===== config.mk =====
export PLATFORM = sky130hd
export DESIGN_NAME = csr_stateen_gate
export DESIGN_NICKNAME = d
export VERILOG_FILES = /design/src/rtl/stateen_gate_pkg.sv /design/src/rtl/csr_group_decode.sv /design/src/rtl/stateen_verdict.sv /design/src/rtl/stateen_mask_gen.sv /design/src/rtl/guest_file_select.sv /design/src/rtl/csr_stateen_gate.sv
export SDC_FILE = /design/constraint.sdc
export NUM_CORES = 1
export LEC_CHECK = 0
export BUFFER_PORTS_ARGS = -buffer_cell sky130_fd_sc_hd__buf_2
export CAP_MARGIN = 20
export CORE_MARGIN = 2
export CORE_UTILIZATION = 28
export DETAILED_ROUTE_END_ITERATION = 10
export PLACE_DENSITY = 0.54
export SLEW_MARGIN = 25
export SYNTH_ARGS = -nofsm -noshare
export SYNTH_HDL_FRONTEND = slang
export SYNTH_HIERARCHICAL = 1
export SYNTH_SLANG_ARGS = --single-unit

===== constraint.sdc =====
create_clock -name clk -period 3.7 [get_ports clk]
set_clock_uncertainty 0.05 [all_clocks]
set_input_delay 0.185 -clock clk [delete_from_list [all_inputs] [get_ports clk]]
set_output_delay 0.185 -clock clk [all_outputs]
set_load 0.05 [all_outputs]

===== src/rtl/stateen_gate_pkg.sv =====
package stateen_gate_pkg;

    // Positions of the interrupt enables in stateen word 0
    localparam int unsigned SE_BIT_IFILE = 58;
    localparam int unsigned SE_BIT_INTR  = 59;
    localparam int unsigned SE_BIT_ISEL  = 60;
    localparam int unsigned SE_HI_BASE   = 32;
    localparam int unsigned SE_NUM_BITS  = 3;

    typedef enum logic [1:0] {
        GRP_NONE  = 2'd0,
        GRP_IFILE = 2'd1,
        GRP_INTR  = 2'd2,
        GRP_ISEL  = 2'd3
    } gate_grp_e;

    localparam logic [1:0] PRIV_U = 2'b00;
    localparam logic [1:0] PRIV_S = 2'b01;
    localparam logic [1:0] PRIV_M = 2'b11;

    typedef struct packed {
        logic allow;
        logic illegal;
        logic virt_trap;
    } verdict_t;

    // Interrupt-file group
    localparam logic [11:0] A_STOPEI   = 12'h15C;
    localparam logic [11:0] A_VSTOPEI  = 12'h25C;
    localparam logic [11:0] A_HSTATUS  = 12'h600;
    localparam logic [11:0] A_HGEIE    = 12'h607;
    localparam logic [11:0] A_HGEIP    = 12'hE12;
    // Interrupt-architecture group
    localparam logic [11:0] A_SIEH     = 12'h114;
    localparam logic [11:0] A_SIPH     = 12'h154;
    localparam logic [11:0] A_VSIEH    = 12'h214;
    localparam logic [11:0] A_VSIPH    = 12'h254;
    localparam logic [11:0] A_HIDELEGH = 12'h613;
    localparam logic [11:0] A_HVICTL   = 12'h609;
    localparam logic [11:0] A_HVIPH    = 12'h655;
    localparam logic [11:0] A_HVIPRIO1 = 12'h646;
    localparam logic [11:0] A_HVIPRIO2 = 12'h647;
    localparam logic [11:0] A_HVIPR1H  = 12'h656;
    localparam logic [11:0] A_HVIPR2H  = 12'h657;
    // Indirect-select group
    localparam logic [11:0] A_SISEL    = 12'h150;
    localparam logic [11:0] A_VSISEL   = 12'h250;

endpackage


===== src/rtl/csr_group_decode.sv =====
module csr_group_decode
    import stateen_gate_pkg::*;
(
    input  logic [11:0] addr,
    output gate_grp_e   grp
);

    always_comb begin
        unique case (addr)
            A_STOPEI, A_VSTOPEI, A_HSTATUS, A_HGEIE, A_HGEIP:
                grp = GRP_IFILE;
            A_SIEH, A_SIPH, A_VSIEH, A_VSIPH, A_HIDELEGH, A_HVICTL,
            A_HVIPH, A_HVIPRIO1, A_HVIPRIO2, A_HVIPR1H, A_HVIPR2H:
                grp = GRP_INTR;
            A_SISEL, A_VSISEL:
                grp = GRP_ISEL;
            default:
                grp = GRP_NONE;
        endcase
    end

endmodule


===== src/rtl/stateen_verdict.sv =====
module stateen_verdict
    import stateen_gate_pkg::*;
(
    input  gate_grp_e              grp,
    input  logic [1:0]             priv,
    input  logic                   virt_mode,
    input  logic                   stateen_present,
    input  logic [SE_NUM_BITS-1:0] m_bits,
    input  logic [SE_NUM_BITS-1:0] h_bits,
    output verdict_t               verdict
);

    logic m_sel;
    logic h_sel;

    always_comb begin
        unique case (grp)
            GRP_IFILE: begin m_sel = m_bits[0]; h_sel = h_bits[0]; end
            GRP_INTR:  begin m_sel = m_bits[1]; h_sel = h_bits[1]; end
            GRP_ISEL:  begin m_sel = m_bits[2]; h_sel = h_bits[2]; end
            default:   begin m_sel = 1'b1;      h_sel = 1'b1;      end
        endcase
    end

    always_comb begin
        verdict = '0;
        if (!stateen_present || grp == GRP_NONE || priv == PRIV_M) begin
            verdict.allow = 1'b1;
        end else if (!m_sel) begin
            verdict.illegal = 1'b1;
        end else if (virt_mode && !h_sel) begin
            verdict.virt_trap = 1'b1;
        end else begin
            verdict.allow = 1'b1;
        end
    end

endmodule


===== src/rtl/stateen_mask_gen.sv =====
module stateen_mask_gen
    import stateen_gate_pkg::*;
#(
    parameter int unsigned SE_W = 64
) (
    input  logic              intr_present,
    output logic [SE_W-1:0]   full_mask,
    output logic [SE_W/2-1:0] hi_mask
);

    localparam int unsigned HALF_W = SE_W / 2;

    genvar gi;
    generate
        for (gi = 0; gi < SE_W; gi++) begin : g_full
            if (gi >= SE_BIT_IFILE && gi <= SE_BIT_ISEL) begin : g_on
                assign full_mask[gi] = intr_present;
            end else begin : g_off
                assign full_mask[gi] = 1'b0;
            end
        end
        for (gi = 0; gi < HALF_W; gi++) begin : g_hi
            assign hi_mask[gi] = full_mask[gi + HALF_W];
        end
    endgenerate

endmodule


===== src/rtl/guest_file_select.sv =====
module guest_file_select
    import stateen_gate_pkg::*;
#(
    parameter int unsigned VGEIN_W = 6,
    parameter int unsigned GEILEN  = 15,
    parameter int unsigned XLEN    = 64
) (
    input  logic               virt_mode,
    input  logic [1:0]         priv,
    input  logic               stateen_present,
    input  logic               h_ifile_bit,
    input  logic [VGEIN_W-1:0] vgein,
    output logic [VGEIN_W-1:0] vgein_eff,
    output logic [XLEN-1:0]    hgeie_mask
);

    logic file_reachable;

    assign file_reachable = virt_mode && (priv != PRIV_M)
                            && (!stateen_present || h_ifile_bit);
    assign vgein_eff      = file_reachable ? vgein : '0;

    always_comb begin
        for (int i = 0; i < XLEN; i++) begin
            hgeie_mask[i] = (i >= 1) && (i <= GEILEN);
        end
    end

endmodule


===== src/rtl/csr_stateen_gate.sv =====
module csr_stateen_gate
    import stateen_gate_pkg::*;
#(
    parameter int unsigned SE_W    = 64,
    parameter int unsigned XLEN    = 64,
    parameter int unsigned VGEIN_W = 6,
    parameter int unsigned GEILEN  = 15
) (
    input  logic                clk,
    input  logic                rst_n,
    input  logic                req_valid,
    input  logic [11:0]         csr_addr,
    input  logic [1:0]          priv,
    input  logic                virt_mode,
    input  logic [63:0]         mstateen0,
    input  logic [63:0]         hstateen0,
    input  logic                stateen_present,
    input  logic                intr_arch_present,
    input  logic [5:0]          vgein,
    output logic                resp_valid,
    output logic                resp_allow,
    output logic                resp_illegal,
    output logic                resp_virtual,
    output logic [63:0]         mstateen0_wmask,
    output logic [63:0]         hstateen0_wmask,
    output logic [31:0]         stateen0h_wmask,
    output logic [5:0]          vgein_eff,
    output logic [63:0]         hgeie_wmask
);

    localparam int unsigned HALF_W = SE_W / 2;

    gate_grp_e                grp;
    verdict_t                 verdict_d;
    logic [SE_NUM_BITS-1:0]   m_bits;
    logic [SE_NUM_BITS-1:0]   h_bits;
    logic [SE_W-1:0]          full_mask_d;
    logic [HALF_W-1:0]        hi_mask_d;
    logic [VGEIN_W-1:0]       vgein_eff_d;
    logic [XLEN-1:0]          hgeie_mask_d;

    assign m_bits = mstateen0[SE_BIT_ISEL:SE_BIT_IFILE];
    assign h_bits = hstateen0[SE_BIT_ISEL:SE_BIT_IFILE];

    csr_group_decode u_dec (
        .addr (csr_addr),
        .grp  (grp)
    );

    stateen_verdict u_verdict (
        .grp             (grp),
        .priv            (priv),
        .virt_mode       (virt_mode),
        .stateen_present (stateen_present),
        .m_bits          (m_bits),
        .h_bits          (h_bits),
        .verdict         (verdict_d)
    );

    stateen_mask_gen #(.SE_W(SE_W)) u_mask (
        .intr_present (intr_arch_present),
        .full_mask    (full_mask_d),
        .hi_mask      (hi_mask_d)
    );

    guest_file_select #(
        .VGEIN_W (VGEIN_W),
        .GEILEN  (GEILEN),
        .XLEN    (XLEN)
    ) u_gfile (
        .virt_mode       (virt_mode),
        .priv            (priv),
        .stateen_present (stateen_present),
        .h_ifile_bit     (hstateen0[SE_BIT_IFILE]),
        .vgein           (vgein),
        .vgein_eff       (vgein_eff_d),
        .hgeie_mask      (hgeie_mask_d)
    );

    // Single response register stage
    always_ff @(posedge clk) begin
        if (!rst_n) begin
            resp_valid      <= 1'b0;
            resp_allow      <= 1'b0;
            resp_illegal    <= 1'b0;
            resp_virtual    <= 1'b0;
            mstateen0_wmask <= '0;
            hstateen0_wmask <= '0;
            stateen0h_wmask <= '0;
            vgein_eff       <= '0;
            hgeie_wmask     <= '0;
        end else begin
            resp_valid      <= req_valid;
            resp_allow      <= req_valid && verdict_d.allow;
            resp_illegal    <= req_valid && verdict_d.illegal;
            resp_virtual    <= req_valid && verdict_d.virt_trap;
            mstateen0_wmask <= full_mask_d;
            hstateen0_wmask <= full_mask_d;
            stateen0h_wmask <= hi_mask_d;
            vgein_eff       <= vgein_eff_d;
            hgeie_wmask     <= hgeie_mask_d;
        end
    end

    // one-hot verdict when valid
    a_r8_onehot_verdict: assert property (@(posedge clk) disable iff (!rst_n)
        resp_valid |-> $onehot({resp_allow, resp_illegal, resp_virtual}));

    // silent when not valid
    a_r8_quiet_idle: assert property (@(posedge clk) disable iff (!rst_n)
        !resp_valid |-> !(resp_allow || resp_illegal || resp_virtual));

    // machine privilege never traps
    a_r5_machine_allowed: assert property (@(posedge clk) disable iff (!rst_n)
        (req_valid && priv == PRIV_M) |=> resp_allow);

    // absent extension never traps
    a_r4_bypass: assert property (@(posedge clk) disable iff (!rst_n)
        (req_valid && !stateen_present) |=> resp_allow);

    // a virtual trap only comes from a guest request
    a_r7_virt_from_guest: assert property (@(posedge clk) disable iff (!rst_n)
        (req_valid && !virt_mode) |=> !resp_virtual);

    // a non-zero guest file index needs a guest context
    a_r10_vgein_guest: assert property (@(posedge clk) disable iff (!rst_n)
        !virt_mode |=> (vgein_eff == '0));

    // masks follow the architecture-present flag
    a_r9_mask_gated: assert property (@(posedge clk) disable iff (!rst_n)
        !intr_arch_present |=> (mstateen0_wmask == '0 && stateen0h_wmask == '0));

endmodule


==> run_results.csv <==
group,metric,value,unit
synth,async_flop_share,0,%
layout,stdcell_count,1166,
clock_network,cts_buffer_depth,2,
detailed_routing,wl,11.2,mm
setup_path,max_stage_delay,0.52,ns
floorplan,initial_core_util,28.4,%
status,status,"complete, no violations",
detailed_routing,dr_total_vias,3671,
layout,stdcell_area,0.00774,mm²
floorplan,fp.dieH,158,µm
global_routing,antenna_found_initial,2,
power_and_ir_drop,p_leak,4.03,nW
floorplan,row_count,56,
clock_network,clock-root-buffer,"clkbuf_16",
synth,synth.avg_cell_area,10.4,µm²
setup_path,crit_slowest_cell,"or4_1",
global_routing,gr-total-overflow,0,
clock_network,post_cts_resized,0,
setup_path,crit_path_cell_trace,"buf_2, or4_1, o21ai_1, o2bb2ai_1, mux2i_1, a31oi_1, nor3_1, and3_1",
clock_network,cts_made_buffers,17,
synth,synth_seq_cells,170,
placed_design,place_area,0.00715,mm²
synth,mappedNetlistArea,0.00664,mm²
power_and_ir_drop,ir_worst_vdd,0.239,mV
layout,final_common_cell,"buf_2",
floorplan,dieArea,0.0250,mm²
synth,synth_edf_count,0,
sta,slew_headroom,45.9,%
setup_path,start_kind,"input port",
layout,drive_above_1_share,36.5,%
global_routing,grtUsageTotal,8.75,%
layout,area_growth_syn_to_layout,16.6,%
sta,tightest_slew,0.812,ns
sta,hold_viol,0,
power_and_ir_drop,p_total,4.42,mW
detailed_routing,drtIter0Drc,73,
placed_design,io_buffers,265,
clock_network,cts_tree,"built",
clock_network,clk_pin_slew,0.07,ns
floorplan,die_w,158,µm
detailed_routing,wl_per_cell,9.57,µm
synth,syn_inst,638,
setup_path,worst-path-buf-inv,1,
sta,fmax,581,MHz
synth,synth_cell_types,37,
sta,rsz0062_at_grt,"false",
sta,setup_total_negative_slack,0,ns
job,cap_violations,0,
detailed_routing,viasPerCell,3.15,
sta,finalCritPeriodShare,46.6,%
placed_design,dp.cells,1131,
setup_path,critPathKind,"in -> reg",
placed_design,hpwl,7.85,mm
detailed_routing,first_pass_iters,5,
setup_path,cp-end-kind,"register",
layout,fin_nets,987,
detailed_routing,drc,0,
setup_path,arrival,2.03,ns
setup_path,cpLargestDelayFamily,"simple AND/OR/NAND/NOR gates",
power_and_ir_drop,cellPowerDensity,571,mW/mm²
synth,ys.flop_type,"dfxtp_1",
layout,nFillCells,2467,
synth,yosys_warnings,6,
sta,finalSetupViolations,0,
clock_network,clock_sinks,170,
clock_network,cts-htree-levels,4,
setup_path,required,4.01,ns
sta,period_minus_slack,1.72,ns
setup_path,cp_max_fo,6,
global_routing,grt_pass1_vias,3207,
global_routing,grt_pass1_wl,16.4,mm
floorplan,core_area,0.0234,mm²
global_routing,grt_max_degree,112,
synth,yosysSeqAreaShare,51.3,%
placed_design,place_congestion,0.722,
layout,final_util,33.1,%
sta,maxSlewViolCount,0,
layout,final_cell_mix,"buf_2, dfxtp_1, and2_1, conb_1, clkbuf_16",
floorplan,pin_count,388,
detailed_routing,postRouteAntennaNets,0,
hold_path,min_path_type,"in -> reg",
[where the power goes]
group,internal [mW],switching (mW),total (mW)
sequential,1.93,0.0301,1.96
combinational,0.157,0.592,0.749
clock,0.939,0.773,1.71
total,3.02,1.40,4.42
[cell families (layout without fill, tap and decap cells)]
| kind of cell | after synthesis | after routing | share of synthesized area, % |
|---|---|---|---|
| AOI/OAI and AO/OA | 12 | 12 | 1.19 |
| xor gates and xnor gates | 2 | 2 | 0.264 |
| buffers and inverters | 243 | 300 | 27.0 |
| DFF | 170 | 170 | 51.3 |
| muxes | 2 | 2 | 0.302 |
| other | 3 | 155 | 0.170 |
| and+or+nand+nor | 206 | 206 | 19.8 |
[path summary, 6_finish.rpt]
path	to	cells after the start	start
max	resp_virtual	8	csr_addr[1]
min	vgein_eff[2]	4	vgein[2]
[sequential cells by signal, indices dropped and copies added (netlist names)]
| signal | flops |
|---|---|
| hgeie_wmask | 64 |
| hstateen0_wmask | 64 |
| resp_allow | 1 |
| resp_illegal | 1 |
| resp_valid | 1 |
| resp_virtual | 1 |
| stateen0h_wmask | 32 |
| vgein_eff | 6 |
[repair_timing]
item	4_1_cts	5_1_grt
hold endpoints to repair	8	0
hold buffers	2	0
buffers inserted	0	0
[stage by stage]
| stage | worst slack [ns] | hold WS (ns) |
|---|---|---|
| 4_1_cts | 2.01 | 0.0535 |
| 5_1_grt | 1.90 | 0.0800 |
| 3_5_place_dp | 1.57 | 0.389 |
| 3_3_place_gp | 1.60 | 0.378 |
| 6_report | 1.98 | 0.0799 |
| 2_1_floorplan | 1.87 | 0.257 |
[worst min-delay path, cell delays in order]
cell     delay [ns]
buf_2          0.07
nand2_1        0.05
nor3_2         0.08
and2_1         0.12
[area by class of cell]
class,instances,area (µm²),share of cell area [%]
antenna,1,2.50,0.0323
sequential,170,3400,44.0
tap,319,399,5.16
timing repair buffer,268,1360,17.5
clock buffer,17,425,5.50
clock inverter,15,141,1.83
multi-input combinational,376,2010,26.0
[Yosys cell counts, types with 2 or more instances]
master / instances / share of area [%]
a21o_1: 3 / 0.34
and2_1: 167 / 16
nor3_2: 5 / 0.75
buf_6: 3 / 0.51
nor2_1: 3 / 0.17
and3_1: 3 / 0.28
nor4bb_1: 2 / 0.30
conb_1: 3 / 0.17
buf_4: 224 / 25
nand2_1: 10 / 0.57
a21oi_1: 2 / 0.15
buf_2: 4 / 0.30
nor3b_1: 2 / 0.23
mux2i_1: 2 / 0.30
clkbuf_1: 3 / 0.17
clkbuf_2: 9 / 0.68
dfxtp_1: 170 / 51
o21ai_0: 2 / 0.15
nor3_1: 3 / 0.23
[per-layer routing]
layer | wire length [µm] | GRT usage [%]
met1 | 4690 | 9.53
met2 | 4710 | 13.4
met3 | 1630 | 5.86
met4 | 130 | 3.47
met5 | 0 | 0
No activity file was read; power rests on OpenSTA's default activity.
